==> config.mk <==
export PLATFORM = sky130hd
export DESIGN_NAME = dual_trigger_gen
export DESIGN_NICKNAME = d
export VERILOG_FILES = /design/src/rtl/trig_pkg.sv /design/src/rtl/trig_regfile.sv /design/src/rtl/trig_cont_gen.sv /design/src/rtl/trig_pulse_gen.sv /design/src/rtl/dual_trigger_gen.sv
export SDC_FILE = /design/constraint.sdc
export NUM_CORES = 1
export LEC_CHECK = 0
export ABC_AREA = 1
export BUFFER_PORTS_ARGS = -buffer_cell sky130_fd_sc_hd__buf_4
export CORE_MARGIN = 2
export CORE_UTILIZATION = 38
export CTS_CLUSTER_SIZE = 30
export DETAILED_ROUTE_END_ITERATION = 8
export GPL_TIMING_DRIVEN = 0
export PLACE_DENSITY = 0.52
export SYNTH_ARGS = -nofsm -noshare
export SYNTH_HDL_FRONTEND = slang
export SYNTH_SLANG_ARGS = --single-unit
==> constraint.sdc <==
create_clock -name clk -period 1.95 [get_ports clk]
set_input_delay 0.39 -clock clk [delete_from_list [all_inputs] [get_ports clk]]
set_output_delay 0.39 -clock clk [all_outputs]
set_load 0.02 [all_outputs]
==> src/rtl/trig_pkg.sv <==
package trig_pkg;

   // Low two address bits pick the timing word inside a channel's slot.
   localparam int unsigned FIELD_W = 2;

   typedef enum logic [FIELD_W-1:0] {
      FLD_HIGH  = 2'd0,
      FLD_LOW   = 2'd1,
      FLD_PULSE = 2'd2,
      FLD_RSVD  = 2'd3
   } field_e;

endpackage

==> src/rtl/trig_regfile.sv <==
module trig_regfile #(
   parameter int unsigned NUM_CH = 2,
   parameter int unsigned CNT_W  = 16,
   parameter int unsigned ADDR_W = 3
) (
   input  logic              clk,
   input  logic              rst_n,
   input  logic              wr_en,
   input  logic [ADDR_W-1:0] wr_addr,
   input  logic [CNT_W-1:0]  wr_data,
   output logic [CNT_W-1:0]  hi_len [NUM_CH],
   output logic [CNT_W-1:0]  lo_len [NUM_CH],
   output logic [CNT_W-1:0]  ph_len [NUM_CH]
);
   import trig_pkg::*;

   localparam int unsigned SLOT_W = ADDR_W - FIELD_W;

   field_e             fld;
   logic [SLOT_W-1:0]  slot;

   assign fld  = field_e'(wr_addr[FIELD_W-1:0]);
   assign slot = wr_addr[ADDR_W-1:FIELD_W];

   for (genvar c = 0; c < NUM_CH; c++) begin : g_ch
      localparam logic [SLOT_W-1:0] SLOT_ID = SLOT_W'(c);
      logic hit;
      assign hit = wr_en && (slot == SLOT_ID);

      always_ff @(posedge clk or negedge rst_n) begin
         if (!rst_n) begin
            hi_len[c] <= '0;
            lo_len[c] <= '0;
            ph_len[c] <= '0;
         end else if (hit) begin
            unique case (fld)
               FLD_HIGH:  hi_len[c] <= wr_data;
               FLD_LOW:   lo_len[c] <= wr_data;
               FLD_PULSE: ph_len[c] <= wr_data;
               default:   ;
            endcase
         end
      end
   end

endmodule

==> src/rtl/trig_cont_gen.sv <==
module trig_cont_gen #(
   parameter int unsigned CNT_W = 16
) (
   input  logic             clk,
   input  logic             rst_n,
   input  logic             run_en,
   input  logic [CNT_W-1:0] hi_len,
   input  logic [CNT_W-1:0] lo_len,
   output logic             out_q
);
   logic             started;
   logic [CNT_W-1:0] cnt;

   // Remaining-cycle load value; a zero word behaves as one cycle.
   function automatic logic [CNT_W-1:0] load_val(input logic [CNT_W-1:0] v);
      return (v == '0) ? '0 : v - 1'b1;
   endfunction

   always_ff @(posedge clk or negedge rst_n) begin
      if (!rst_n) begin
         started <= 1'b0;
         out_q   <= 1'b0;
         cnt     <= '0;
      end else if (!run_en) begin
         started <= 1'b0;
         out_q   <= 1'b0;
         cnt     <= '0;
      end else if (!started) begin
         started <= 1'b1;
         out_q   <= 1'b1;
         cnt     <= load_val(hi_len);
      end else if (cnt == '0) begin
         out_q <= ~out_q;
         cnt   <= out_q ? load_val(lo_len) : load_val(hi_len);
      end else begin
         cnt <= cnt - 1'b1;
      end
   end

endmodule

==> src/rtl/trig_pulse_gen.sv <==
module trig_pulse_gen #(
   parameter int unsigned CNT_W = 16
) (
   input  logic             clk,
   input  logic             rst_n,
   input  logic             fire_en,
   input  logic [CNT_W-1:0] ph_len,
   output logic             out_q
);
   logic             en_d;
   logic [CNT_W-1:0] cnt;
   logic             rise;

   assign rise = fire_en & ~en_d;

   always_ff @(posedge clk or negedge rst_n) begin
      if (!rst_n) begin
         en_d  <= 1'b0;
         out_q <= 1'b0;
         cnt   <= '0;
      end else begin
         en_d <= fire_en;
         if (out_q) begin
            if (cnt == '0) out_q <= 1'b0;
            else           cnt   <= cnt - 1'b1;
         end else if (rise) begin
            out_q <= 1'b1;
            cnt   <= (ph_len == '0) ? '0 : ph_len - 1'b1;
         end
      end
   end

endmodule

==> src/rtl/dual_trigger_gen.sv <==
module dual_trigger_gen #(
   parameter int unsigned NUM_CH  = 2,
   parameter int unsigned CNT_W   = 16,
   parameter int unsigned ADDR_W  = 3,
   parameter bit          OUT_REG = 1'b0
) (
   input  logic              clk,
   input  logic              rst_n,
   input  logic              wr_en,
   input  logic [ADDR_W-1:0] wr_addr,
   input  logic [CNT_W-1:0]  wr_data,
   input  logic              cont_en,
   input  logic [NUM_CH-1:0] pulse_en,
   input  logic [NUM_CH-1:0] src_sel,
   output logic [NUM_CH-1:0] trig_out
);
   localparam int unsigned MIN_ADDR_W =
      trig_pkg::FIELD_W + ((NUM_CH > 1) ? $clog2(NUM_CH) : 1);

   if (NUM_CH < 1) begin : g_bad_ch
      $error("dual_trigger_gen: NUM_CH must be at least 1");
   end
   if (CNT_W < 2) begin : g_bad_cnt
      $error("dual_trigger_gen: CNT_W must be at least 2");
   end
   if (ADDR_W < MIN_ADDR_W) begin : g_bad_addr
      $error("dual_trigger_gen: ADDR_W too narrow for NUM_CH");
   end

   logic [CNT_W-1:0]  hi_len [NUM_CH];
   logic [CNT_W-1:0]  lo_len [NUM_CH];
   logic [CNT_W-1:0]  ph_len [NUM_CH];
   logic [NUM_CH-1:0] cont_q;
   logic [NUM_CH-1:0] pulse_q;
   logic [NUM_CH-1:0] mux_d;

   trig_regfile #(
      .NUM_CH (NUM_CH),
      .CNT_W  (CNT_W),
      .ADDR_W (ADDR_W)
   ) u_regs (
      .clk     (clk),
      .rst_n   (rst_n),
      .wr_en   (wr_en),
      .wr_addr (wr_addr),
      .wr_data (wr_data),
      .hi_len  (hi_len),
      .lo_len  (lo_len),
      .ph_len  (ph_len)
   );

   for (genvar c = 0; c < NUM_CH; c++) begin : g_chan
      trig_cont_gen #(.CNT_W(CNT_W)) u_cont (
         .clk    (clk),
         .rst_n  (rst_n),
         .run_en (cont_en),
         .hi_len (hi_len[c]),
         .lo_len (lo_len[c]),
         .out_q  (cont_q[c])
      );

      trig_pulse_gen #(.CNT_W(CNT_W)) u_pulse (
         .clk     (clk),
         .rst_n   (rst_n),
         .fire_en (pulse_en[c]),
         .ph_len  (ph_len[c]),
         .out_q   (pulse_q[c])
      );

      assign mux_d[c] = src_sel[c] ? pulse_q[c] : cont_q[c];
   end

   if (OUT_REG) begin : g_out_reg
      always_ff @(posedge clk or negedge rst_n) begin
         if (!rst_n) trig_out <= '0;
         else        trig_out <= mux_d;
      end
   end else begin : g_out_comb
      assign trig_out = mux_d;
   end

endmodule

==> results.txt, run 1 <==
The number of design-rule violations left by the first detailed-router iteration is 626. The global-route wire length before repair is 46060 um. After synthesis, the netlist uses 40 different library cells. The hold violation count in the final report is 0.

For this run, the register share of the synthesized area comes to 39.50%. The cell sitting at the root of the clock tree is a sky130_fd_sc_hd__clkbuf_16. The horizontal die dimension is 170.9 um. The worst hold path begins at pulse_en[0].

The slew at the pin closest to its max-slew limit is 0.6416 ns. The switching power total is 0.004651 W. The filler cell count in the final layout came out at 2929.

The net total in the final layout came out at 1632. The clock period could shrink to 1.864 ns. Once the floorplan was initialized, standard cells occupied 38.29% of the core. In this run, synthesis produced a sequential element count of 167.

The sum of routed wire length over all layers came out at 28780 um. The share of total power consumed by net switching came out at 37.25%. The floorplan core area came out at 27630 um2. Summed over all cells, the static leakage comes to 6.071 nW. STA classifies the critical path startpoint as a register. The all-layer global routing usage is 20.26%. In this run the power density over the cells is 1020 nW/um2. The number of buffers inserted by port buffering came out at 28.

The sequential fraction of design power is 37.0%. The half-perimeter wire length after placement came out at 21690 um. The pin count of the biggest net entering global routing came out at 107. CTS built an H-tree with a depth of 4. The number of nets with antenna violations after routing came out at 0. The total number of clock tree sinks is 167.

The commonest non-fill, non-tap cell in the layout is sky130_fd_sc_hd__nand2_1. The congestion estimate from routability-driven global placement came to 0.8830. The most critical setup path has its startpoint at g_chan[1].u_cont.cnt[0].

The normalized max-slew margin is 57.23%. The average instance area after synthesis came out at 6.937 um2. The total count of max-transition violations in the final report is 0. Leaving out fill and tap cells, the most frequent cells in the layout are sky130_fd_sc_hd__nand2_1, sky130_fd_sc_hd__nor2_1, sky130_fd_sc_hd__dfrtp_1. In the final routed layout, each cell accounts on average for 14.52 um. The average via count per standard cell is 4.816. The internal power of the cells came out at 0.007837 W. The total placed cells including tap cells is 1932. The data required time of the worst path came out at 2.31 ns. The CTS tree is built.

The number of global-route vias before repair came out at 8851. The depth of the worst register-to-register path came out at 9. The worst hold path belongs to the class input port to register. The post-route clock skew is 0.01265 ns.

The fraction of the cycle the final worst path needs is 95.61%. The die boundary height came out at 170.9 um. The latest clock arrival within the worst-skew pair is 0.44 ns. Detailed routing inserted a total of 9546 vias.

The initial antenna violation count is 0. The clock-pin slew of the registers on the worst-case setup and hold paths came out at 0.07 ns. The number of diodes added for antenna fixing came out at 0. The worst setup path is captured at a register. Across the whole layout, storage elements account for 4179 um2. Hold is met by 0.05900 ns. The overall power after layout came out at 0.01249 W. The number of buffers on the longest clock path came out at 2. The clock network burns 30.8% of the power. Across the VDD grid, the largest voltage drop is 0.0006164 V. The detailed-route DRC error count is 0.

The global-route congestion overflow total came out at 0. Synthesis produced a netlist whose cell count is 1525. The cell area after synthesis came out at 10580 um2.

The number of buffers created by CTS came out at 17. The area of the multi-input gates came out at 5712 um2. The number of iterations in the first detailed-routing pass is 5. The upper clock frequency limit is 0.5364 GHz. Cells with a size suffix above 1 make up 10.97% of the layout.

The max-capacitance violation count came out at 0. The relative contribution of combinational cells to total power is 32.2%. The flow ran to the end, and the final reports show no timing, DRC or antenna violations.

In this run the critical register-to-register path is launched from g_chan[1].u_cont.cnt[0]. The finished layout holds 1982 standard cells, fillers aside. The synthesis warning total came out at 0. The die covers 29190 um2. The number of placed I/O pins is 29.

At the worst endpoint, the arrival time is 2.22 ns. The worst setup path is of the register to register kind. The hold path depth is 1.

Setup repair after global routing could not meet its margin everywhere. The largest driver fanout on the critical path is 10. The post-synthesis net count is 1566. Relative to the synthesized area, the layout overhead comes to 15.77%. The total setup violations reported at the end of the flow came out at 0. The number of core rows is 61.
[critical path, stage by stage, from the launching register on]
cell,delay [ns]
sky130_fd_sc_hd__dfrtp_1,0.38
sky130_fd_sc_hd__inv_2,0.09
sky130_fd_sc_hd__ha_2,0.21
sky130_fd_sc_hd__nand2_1,0.09
sky130_fd_sc_hd__nor2_4,0.16
sky130_fd_sc_hd__nand3_4,0.14
sky130_fd_sc_hd__o21ai_4,0.25
sky130_fd_sc_hd__buf_6,0.17
sky130_fd_sc_hd__nand3_1,0.14
sky130_fd_sc_hd__a21oi_2,0.16
[per-stage QoR]
step                instance area, um2  utilization (%)   TNS, ns  setup slack [ns]
floorplan                        10580                -         0            0.1956
global placement                 11260            40.76    -88.98           -0.5334
global route                     12250            44.33  -0.04551          -0.01253
CTS                              12050            43.60         0          0.005141
finish                           12250            44.33         0           0.08568
detailed placement               11300            40.89    -2.020           -0.1721
[synthesized netlist by cell type (all sizes together)]
| cell type | instances | share of area (%) |
|---|---|---|
| nor4 | 2 | 0.12 |
| o21ai | 157 | 7.6 |
| xor2 | 52 | 4.3 |
| o21bai | 1 | 0.071 |
| nor2b | 1 | 0.059 |
| clkinv | 1 | 0.035 |
| and3 | 1 | 0.059 |
| inv | 154 | 5.5 |
| nand2 | 486 | 18 |
| a31oi | 1 | 0.059 |
| nor3b | 1 | 0.071 |
| o31ai | 1 | 0.20 |
| nor3 | 17 | 0.80 |
| a21oi | 53 | 2.9 |
| a21o | 1 | 0.071 |
| buf | 14 | 0.93 |
| xnor2 | 22 | 1.8 |
| nand3 | 120 | 5.8 |
| nor2 | 198 | 7.7 |
| clkbuf | 29 | 1.0 |
| nand3b | 11 | 0.78 |
| dfrtp | 167 | 40 |
| or2 | 2 | 0.12 |
| nand4 | 15 | 0.95 |
| o22ai | 4 | 0.24 |
| ha | 14 | 1.7 |
[path summary, 6_finish.rpt]
| kind | endpoint | slack (ns) |
|---|---|---|
| worst max register to register | g_chan[1].u_cont.cnt[14] | 0.09 |
| max in group asynchronous | u_regs.lo_len[3] | 0.58 |
| worst min-delay path | g_chan[0].u_pulse.en_d | 0.06 |
| worst min register to register | u_regs.ph_len[17] | 0.48 |
| min in group asynchronous | g_chan[0].u_pulse.en_d | 0.46 |
| worst max-delay path | g_chan[1].u_cont.cnt[14] | 0.09 |
[kinds of logic (layout without fill, tap and decap cells)]
group	after synthesis	count (layout)	share of synthesized area (%)
simple gates	854	854	34.07
compound gates	218	218	11.18
buf+inv	198	277	7.463
flops	167	167	39.50
xor+xnor	74	74	6.127
fa+ha+maj	14	14	1.656
[state kept, by name, summed over array words and instances, names as in the netlist]
name                   cells
g_chan.u_pulse.cnt        32
g_chan.u_pulse.out_q       2
u_regs.hi_len             32
g_chan.u_pulse.en_d        2
g_chan.u_cont.cnt         32
g_chan.u_cont.started      1
g_chan.u_cont.out_q        2
u_regs.ph_len             32
u_regs.lo_len             32
[what timing repair did]
action,CTS,global route
endpoints found under the setup margin,39,66
endpoints found under the hold margin,61,0
cloned,0,1
pin swaps,6,14
gates resized for setup,10,42
buffers inserted,6,12
hold buffers,1,0
[routing by layer]
metal / track usage (%) / vias to the layer above / routed length, um
li1: - / 4986 / -
met1: 27.72 / 4379 / 13980
met2: 33.36 / 153 / 13560
met3: 2.776 / 28 / 818
met4: 6.264 / 0 / 417
met5: 0 / - / 0
[final cells by class]
| type | instances | area share [%] |
|---|---|---|
| flip-flops and latches | 167 | 34.12 |
| clock buffers | 19 | 3.617 |
| multi-input cells | 1160 | 46.64 |
| clock inverters | 13 | 1.778 |
| inverters | 155 | 4.781 |
| plain buffers | 41 | 1.767 |
| well taps | 378 | 3.862 |
| repair buffers | 49 | 3.433 |
[power groups by stage]
stage               clock, W  sequential [W]  combinational [W]
global route         0.00406         0.00471            0.00459
CTS                  0.00393         0.00461            0.00396
floorplan                  0         0.00448            0.00300
detailed placement         0         0.00467            0.00387
finish               0.00385         0.00462            0.00402
global placement           0         0.00467            0.00384
Power figures use the tool's default switching activity.
==> inputs of run 2 (changes only) <==
==> constraint.sdc (replaced) <==
create_clock -name clk -period 1.95 [get_ports clk]
set_input_delay 0.2925 -clock clk [delete_from_list [all_inputs] [get_ports clk]]
set_output_delay 0.2925 -clock clk [all_outputs]
set_load 0.02 [all_outputs]
==> run 2 against run 1 <==
Against the previous run:
- via count up 0.79%
- sequential power about the same
- power about the same
- global-route usage about the same
- flip-flop and latch count unchanged
- maximum frequency up 1.1%
- die area unchanged
- critical endpoint is now g_chan[1].u_cont.cnt[8]
- largest cell class unchanged
- highest routed layer unchanged
==> results.txt, run 2 (synthesis results as in run 1) <==
The flow ran to the end, and the final reports show no timing, DRC or antenna violations. The total count of max-transition violations in the final report was 0. For the pin with the worst max-slew slack, the measured transition is 0.6366 ns. The maximum level of the CTS H-tree came out at 4. TritonCTS built the clock tree. The detailed-routing wirelength on met1 is 13970 um. The number of buffers on the longest clock path is 2.

The fraction of layout cells with a size suffix above 1 came out at 10.82%. The floorplan core area is 27630 um2. The area growth from synthesis to layout is 16.00%. The count of vias placed by the detailed router came out at 9621. The data required time of the worst path came out at 2.31 ns. The buffers plus inverters on the worst setup path came out at 2.

The final critical-path required period came out at 1.844 ns. The initialized floorplan defines 61 standard-cell rows. On the critical path, the stage with the largest delay is an instance of sky130_fd_sc_hd__dfrtp_1. The initial core utilization is 38.29%. The total number of clock tree sinks is 167.

Along the worst hold path, the cell count comes to 3. The destination of the worst register-to-register timing path is g_chan[1].u_cont.cnt[8]. The hold violation count in the final report came out at 0.

The total setup violations reported at the end of the flow is 0. Across all hold checks on the routed design, the worst slack comes to 0.2710 ns. The worst hold path terminates at u_regs.lo_len[15]. The detailed-route DRC error count is 0. The number of iterations in the first detailed-routing pass is 5. In the layout the commonest cells are sky130_fd_sc_hd__nand2_1, sky130_fd_sc_hd__nor2_1, sky130_fd_sc_hd__dfrtp_1. The number of clock buffers added by TritonCTS is 17. The largest driver fanout on the critical path is 8. Measured along the x axis, the die boundary spans 170.9 um. The number of global-route vias before repair was 8873. Clock skew on the completed layout was measured at 0.01098 ns.

The global-route wire length before repair came out at 46080 um. The beginning of the worst register-to-register path is g_chan[1].u_cont.cnt[0]. The library cell used most frequently in the layout, excluding fill and tap cells, is sky130_fd_sc_hd__nand2_1. At the worst endpoint, the arrival time is 2.20 ns. The net total in the final layout is 1636. On the worst path, the slowest cell contributes a delay of 0.38 ns.

The global-route congestion overflow total is 0. Overall power consumption after layout is estimated at 0.01249 W. In this run the top signal layer used is met4. The number of antenna diodes in the final layout is 0. The startpoint type of the worst setup path is a register. Headroom to the max-slew limit came out at 57.56%.

The sum of routed wire length over all layers is 28820 um. The max-capacitance violation count came out at 0. The die covers 29190 um2.

STA classifies the critical path endpoint as a register. Using the TritonRoute via totals, the vias-per-cell ratio works out to 4.844. The count of buffers added on input and output ports is 28. The all-layer global routing usage came out at 20.27%. For the worst-skew pair, the clock arrives at the later sink with an insertion delay of 0.44 ns. The root buffer cell chosen for the clock tree is sky130_fd_sc_hd__clkbuf_16.

Walking the worst path, the cells encountered are inv_2 -> ha_2 -> nand2_1 -> nor2_4 -> nand3_4 -> o21ai_4 -> buf_4 -> nand3_1 -> a21oi_2. Dividing the final minimum period by the clock period gives 94.55%. The initial antenna violation count was 0. The startpoint of the tightest hold check path is wr_data[15].

The half-perimeter wire length after placement came out at 21690 um. The worst register-to-register path has a depth of 9. The cell family with the largest share of critical-path delay is simple AND/OR/NAND/NOR gates. The critical path is of the register to register type. The routed design uses 773 um of met3 wire.

Across the VDD grid, the largest voltage drop is 0.0006193 V. The worst-case register-to-register setup slack is 0.11 ns. The total power per unit cell area came out at 1018 nW/um2.

The number of placed I/O pins came out at 29. The upper clock frequency limit came out at 0.5424 GHz. The clock-pin slew of the registers on the worst-case setup and hold paths came out at 0.07 ns. For this design the static power due to leakage is 6.089 nW. The path class of the tightest hold or removal check is input port to register. The number of nets with antenna violations after routing is 0. The final estimated routing congestion in global placement is 0.8830. Cells fill 44.42% of the core in the end.

The pin count of the biggest net entering global routing is 107. The die boundary height came out at 170.9 um. Detailed routing placed a total of 13620 um of wire on met2. The routed wire length per instance came out at 14.51 um. The number of design-rule violations left by the first detailed-router iteration is 570.
==> run 2: how the worst max path moves through the flow <==
stage | cells after the start | slack (ns) | end | from
floorplan | 12 | 0.20 | g_chan[1].u_cont.cnt[7] | u_regs.lo_len[0]
detailed placement | 12 | -0.17 | g_chan[0].u_cont.cnt[13] | u_regs.lo_len[16]
finish | 9 | 0.11 | g_chan[1].u_cont.cnt[8] | g_chan[1].u_cont.cnt[0]
CTS | 4 | 0.003 | trig_out[0] | g_chan[0].u_pulse.out_q
global placement | 1 | -0.44 | u_regs.lo_len[11] | rst_n
global route | 12 | -0.01 | g_chan[1].u_cont.cnt[2] | u_regs.lo_len[0]
==> run 2: layout make-up <==
| class | instances | area, um2 |
|---|---|---|
| buffer | 41 | 216.5 |
| clock buffer | 19 | 442.9 |
| clock inverter | 13 | 217.7 |
| fill | 2927 | 15360 |
| inverter | 155 | 585.6 |
| multi-input combinational | 1160 | 5699 |
| sequential | 167 | 4179 |
| tap | 378 | 473.0 |
| timing repair buffer | 53 | 457.9 |
==> run 2: per-layer routing <==
layer  track usage, %  vias to the layer above
li1                 -                     4993
met5                0                        -
met1            27.65                     4453
met2            33.41                      146
met4            6.338                        0
met3            2.799                       29
==> run 2: worst register-to-register path, delay by kind of cell (launching register included) <==
family	cells	cell delay [ns]
adders and majority gates	1	0.21
AOI/OAI and AO/OA	2	0.40
buffers and inverters	2	0.27
DFF	1	0.38
and+or+nand+nor	4	0.52
==> run 2: metrics by stage <==
| stage | std cells | setup WS [ns] | area (um2) | TNS [ns] |
|---|---|---|---|---|
| 2_1_floorplan | 1525 | 0.1956 | 10580 | 0 |
| 3_3_place_gp | 1931 | -0.4359 | 11260 | -72.69 |
| 3_5_place_dp | 1932 | -0.1721 | 11300 | -2.020 |
| 4_1_cts | 1974 | 0.003260 | 12080 | 0 |
| 5_1_grt | 1986 | -0.01066 | 12270 | -0.01746 |
| 6_report | 1986 | 0.1062 | 12270 | 0 |
==> run 2: timing repair <==
action	in CTS	in global routing
setup buffers	6	13
cloned	0	1
pin swaps	6	9
hold buffers	4	0
endpoints found under the hold margin	64	0
endpoints found under the setup margin	37	68
gates resized for setup	10	39
==> run 2: power by group <==
part / switching, W / internal [W] / leakage, nW
clock network: 0.00152 / 0.00233 / 0.320
registers: 0.000632 / 0.00399 / 2.09
logic: 0.00250 / 0.00152 / 3.68
total: 0.00465 / 0.00784 / 6.09
==> inputs of run 3 (changes only) <==
--- a/config.mk
+++ b/config.mk
@@ -9,6 +9,7 @@
 export BUFFER_PORTS_ARGS = -buffer_cell sky130_fd_sc_hd__buf_4
 export CORE_MARGIN = 2
 export CORE_UTILIZATION = 38
+export CTS_BUF_LIST = sky130_fd_sc_hd__clkbuf_8 sky130_fd_sc_hd__clkbuf_16
 export CTS_CLUSTER_SIZE = 30
 export DETAILED_ROUTE_END_ITERATION = 8
 export GPL_TIMING_DRIVEN = 0
==> run 3 against run 2 <==
Against the previous run:
- final cell count unchanged
- first-iteration DRC count unchanged
- combinational power about the same
- power about the same
- routed wire length about the same
- critical endpoint unchanged
- global-route usage unchanged
- sequential share of layout area unchanged
- clock power is essentially flat
==> results.txt, run 3 (synthesis results as in run 1) <==
The minimum setup slack in the final design came out at 0.1062 ns. The beginning of the worst register-to-register path is g_chan[1].u_cont.cnt[0]. The number of placed I/O pins is 29.

With fillers left out, the area of the finished cells amounts to 12270 um2. The repair_antennas step left the layout with diodes totalling 0. The startpoint identified for the worst hold timing path is wr_data[15]. The worst slack after detailed placement came out at -0.1721 ns.

Leaving out fill and tap cells, the most frequent cell in the layout is sky130_fd_sc_hd__nand2_1. The number of global-route vias before repair is 8873. The sum of routed wire length over all layers is 28820 um. The hold violation count in the final report came out at 0.

The floorplan die area is 29190 um2. The flow ran to the end, and the final reports show no timing, DRC or antenna violations. The max-capacitance violation count is 0. The normalized max-slew margin is 57.56%. The number of design-rule violations left by the first detailed-router iteration is 570. The horizontal die dimension is 170.9 um. The destination of the worst register-to-register timing path is g_chan[1].u_cont.cnt[8]. The detailed-route DRC error count came out at 0.

STA puts the critical path data arrival time at 2.20 ns. The path class of the tightest hold or removal check is input port to register. Leaving out fill and tap cells, the most frequent cells in the layout are sky130_fd_sc_hd__nand2_1, sky130_fd_sc_hd__nor2_1, sky130_fd_sc_hd__dfrtp_1. The final estimated routing congestion in global placement is 0.8830. The HPWL after detailed placement is 21690 um. The routed wire length per instance is 14.51 um.

The number of iterations in the first detailed-routing pass is 5. The depth of the worst register-to-register path came out at 9. The hold path depth is 3. Clock tree synthesis found a total of 167 sinks. Global routing used 20.27% of the available tracks.

The number of buffers on the longest clock path is 2. In this run the clock root is driven by a sky130_fd_sc_hd__clkbuf_16. The number of buffers created by CTS came out at 17. The largest driver fanout on the critical path is 8.

The total count of max-transition violations in the final report came to 0. The global-route wire length before repair came out at 46080 um. The maximum level of the CTS H-tree is 4. After detailed routing, the number of vias per cell comes to 4.838. The slew at the pin closest to its max-slew limit came out at 0.6366 ns. The total power per unit cell area came out at 1018 nW/um2.

On the final layout, the worst clock skew is 0.01098 ns. The fraction of layout cells with a size suffix above 1 came out at 10.82%. For this run, the top clock speed supported by timing is 0.5424 GHz. The initial antenna violation count came out at 0.

The global-route congestion overflow total came out at 0. Across all layers, the routed design uses 9609 vias. The worst supply voltage drop on vdd came out at 0.0006200 V. The final critical-path required period is 1.844 ns. The later pin in the worst-skew pair is clocked with a latency of 0.44 ns. Setup slack on the worst reg-to-reg path comes out at 0.11 ns.

STA classifies the critical path endpoint as a register. The region available for standard cell placement spans 27630 um2. The data required time of the worst path came out at 2.31 ns. The CTS tree is built.

The number of buffers inserted by port buffering is 28. The number of core rows is 61. The total setup violations reported at the end of the flow is 0. After layout, the worst path uses 94.55% of the clock period. In this run the cell area measured after placement is 11300 um2.

The worst setup path is launched from a register. The worst hold path terminates at u_regs.lo_len[15]. The initial core utilization is 38.29%. The worst setup path is of the register to register kind. The beginning of the critical path is g_chan[1].u_cont.cnt[0]. The net total in the final layout came out at 1636. Measured along the y axis, the die boundary spans 170.9 um. The growth of design area from synthesis to finish is 16.00%. After clock tree synthesis, the clock-pin slew on the worst setup and hold paths is 0.07 ns.

The total leakage power came out at 6.093 nW. Entering global routing, the biggest net connects 107 pins. The number of nets with antenna violations after routing came out at 0.
## run 3: cell types whose count changed in the layout (fill, tap and decap cells not counted)
cell and change:
sky130_fd_sc_hd__clkbuf_1 -1, sky130_fd_sc_hd__inv_1 +1
## run 3: cell type report
class	count	area, um2
fillers	2927	15360
multi-input cells	1160	5699
flip-flops and latches	167	4179
inverters	155	585.6
well taps	378	473.0
repair buffers	53	457.9
clock buffers	18	439.2
clock inverters	14	221.5
plain buffers	41	216.5
## run 3: worst max-delay path by stage
stage / end / slack [ns]
6_report: g_chan[1].u_cont.cnt[8] / 0.11
5_1_grt: g_chan[1].u_cont.cnt[2] / -0.01
4_1_cts: trig_out[0] / 0.003
3_5_place_dp: g_chan[0].u_cont.cnt[13] / -0.17
3_3_place_gp: u_regs.lo_len[11] / -0.44
2_1_floorplan: g_chan[1].u_cont.cnt[7] / 0.20
## run 3: critical path, stage by stage, from the launching register on
cell and delay, ns:
sky130_fd_sc_hd__dfrtp_1 0.38, sky130_fd_sc_hd__inv_2 0.09, sky130_fd_sc_hd__ha_2 0.21, sky130_fd_sc_hd__nand2_1 0.09, sky130_fd_sc_hd__nor2_4 0.16, sky130_fd_sc_hd__nand3_4 0.14
sky130_fd_sc_hd__o21ai_4 0.25, sky130_fd_sc_hd__buf_4 0.18, sky130_fd_sc_hd__nand3_1 0.12, sky130_fd_sc_hd__a21oi_2 0.15
## run 3: layer usage
layer | vias to the layer above | part of all wire (%) | track usage [%]
met3 | 29 | 2.7 | 2.799
met1 | 4444 | 49 | 27.65
met2 | 142 | 47 | 33.41
li1 | 4994 | - | -
met4 | 0 | 1.6 | 6.338
met5 | - | 0 | 0
## run 3: power breakdown
part	internal, W	switching (W)	leakage, nW
Clock	0.00232	0.00152	0.324
Sequential	0.00399	0.000632	2.09
Combinational	0.00152	0.00250	3.68
Total	0.00783	0.00465	6.09
## run 3: repair_timing
action                                  in CTS  in global routing
gates cloned                                 0                  1
endpoints found under the hold margin       64                  0
resized for setup                           10                 39
endpoints found under the setup margin      37                 68
hold buffers                                 4                  0
pin swaps                                    6                  9
buffers inserted                             6                 13
## run 3: metrics by stage
| stage | util [%] | power (W) | hold slack (ns) | setup TNS [ns] | instances |
|---|---|---|---|---|---|
| after floorplan | - | 0.007474 | -0.003091 | 0 | 1525 |
| after global routing | 44.42 | 0.01335 | 0.3037 | -0.01746 | 1986 |
| after global placement | 40.76 | 0.008506 | 0.4140 | -72.69 | 1931 |
| final | 44.42 | 0.01249 | 0.2707 | 0 | 1986 |
| after detailed placement | 40.89 | 0.008542 | 0.2583 | -2.020 | 1932 |
| after CTS | 43.74 | 0.01251 | 0.2724 | 0 | 1974 |
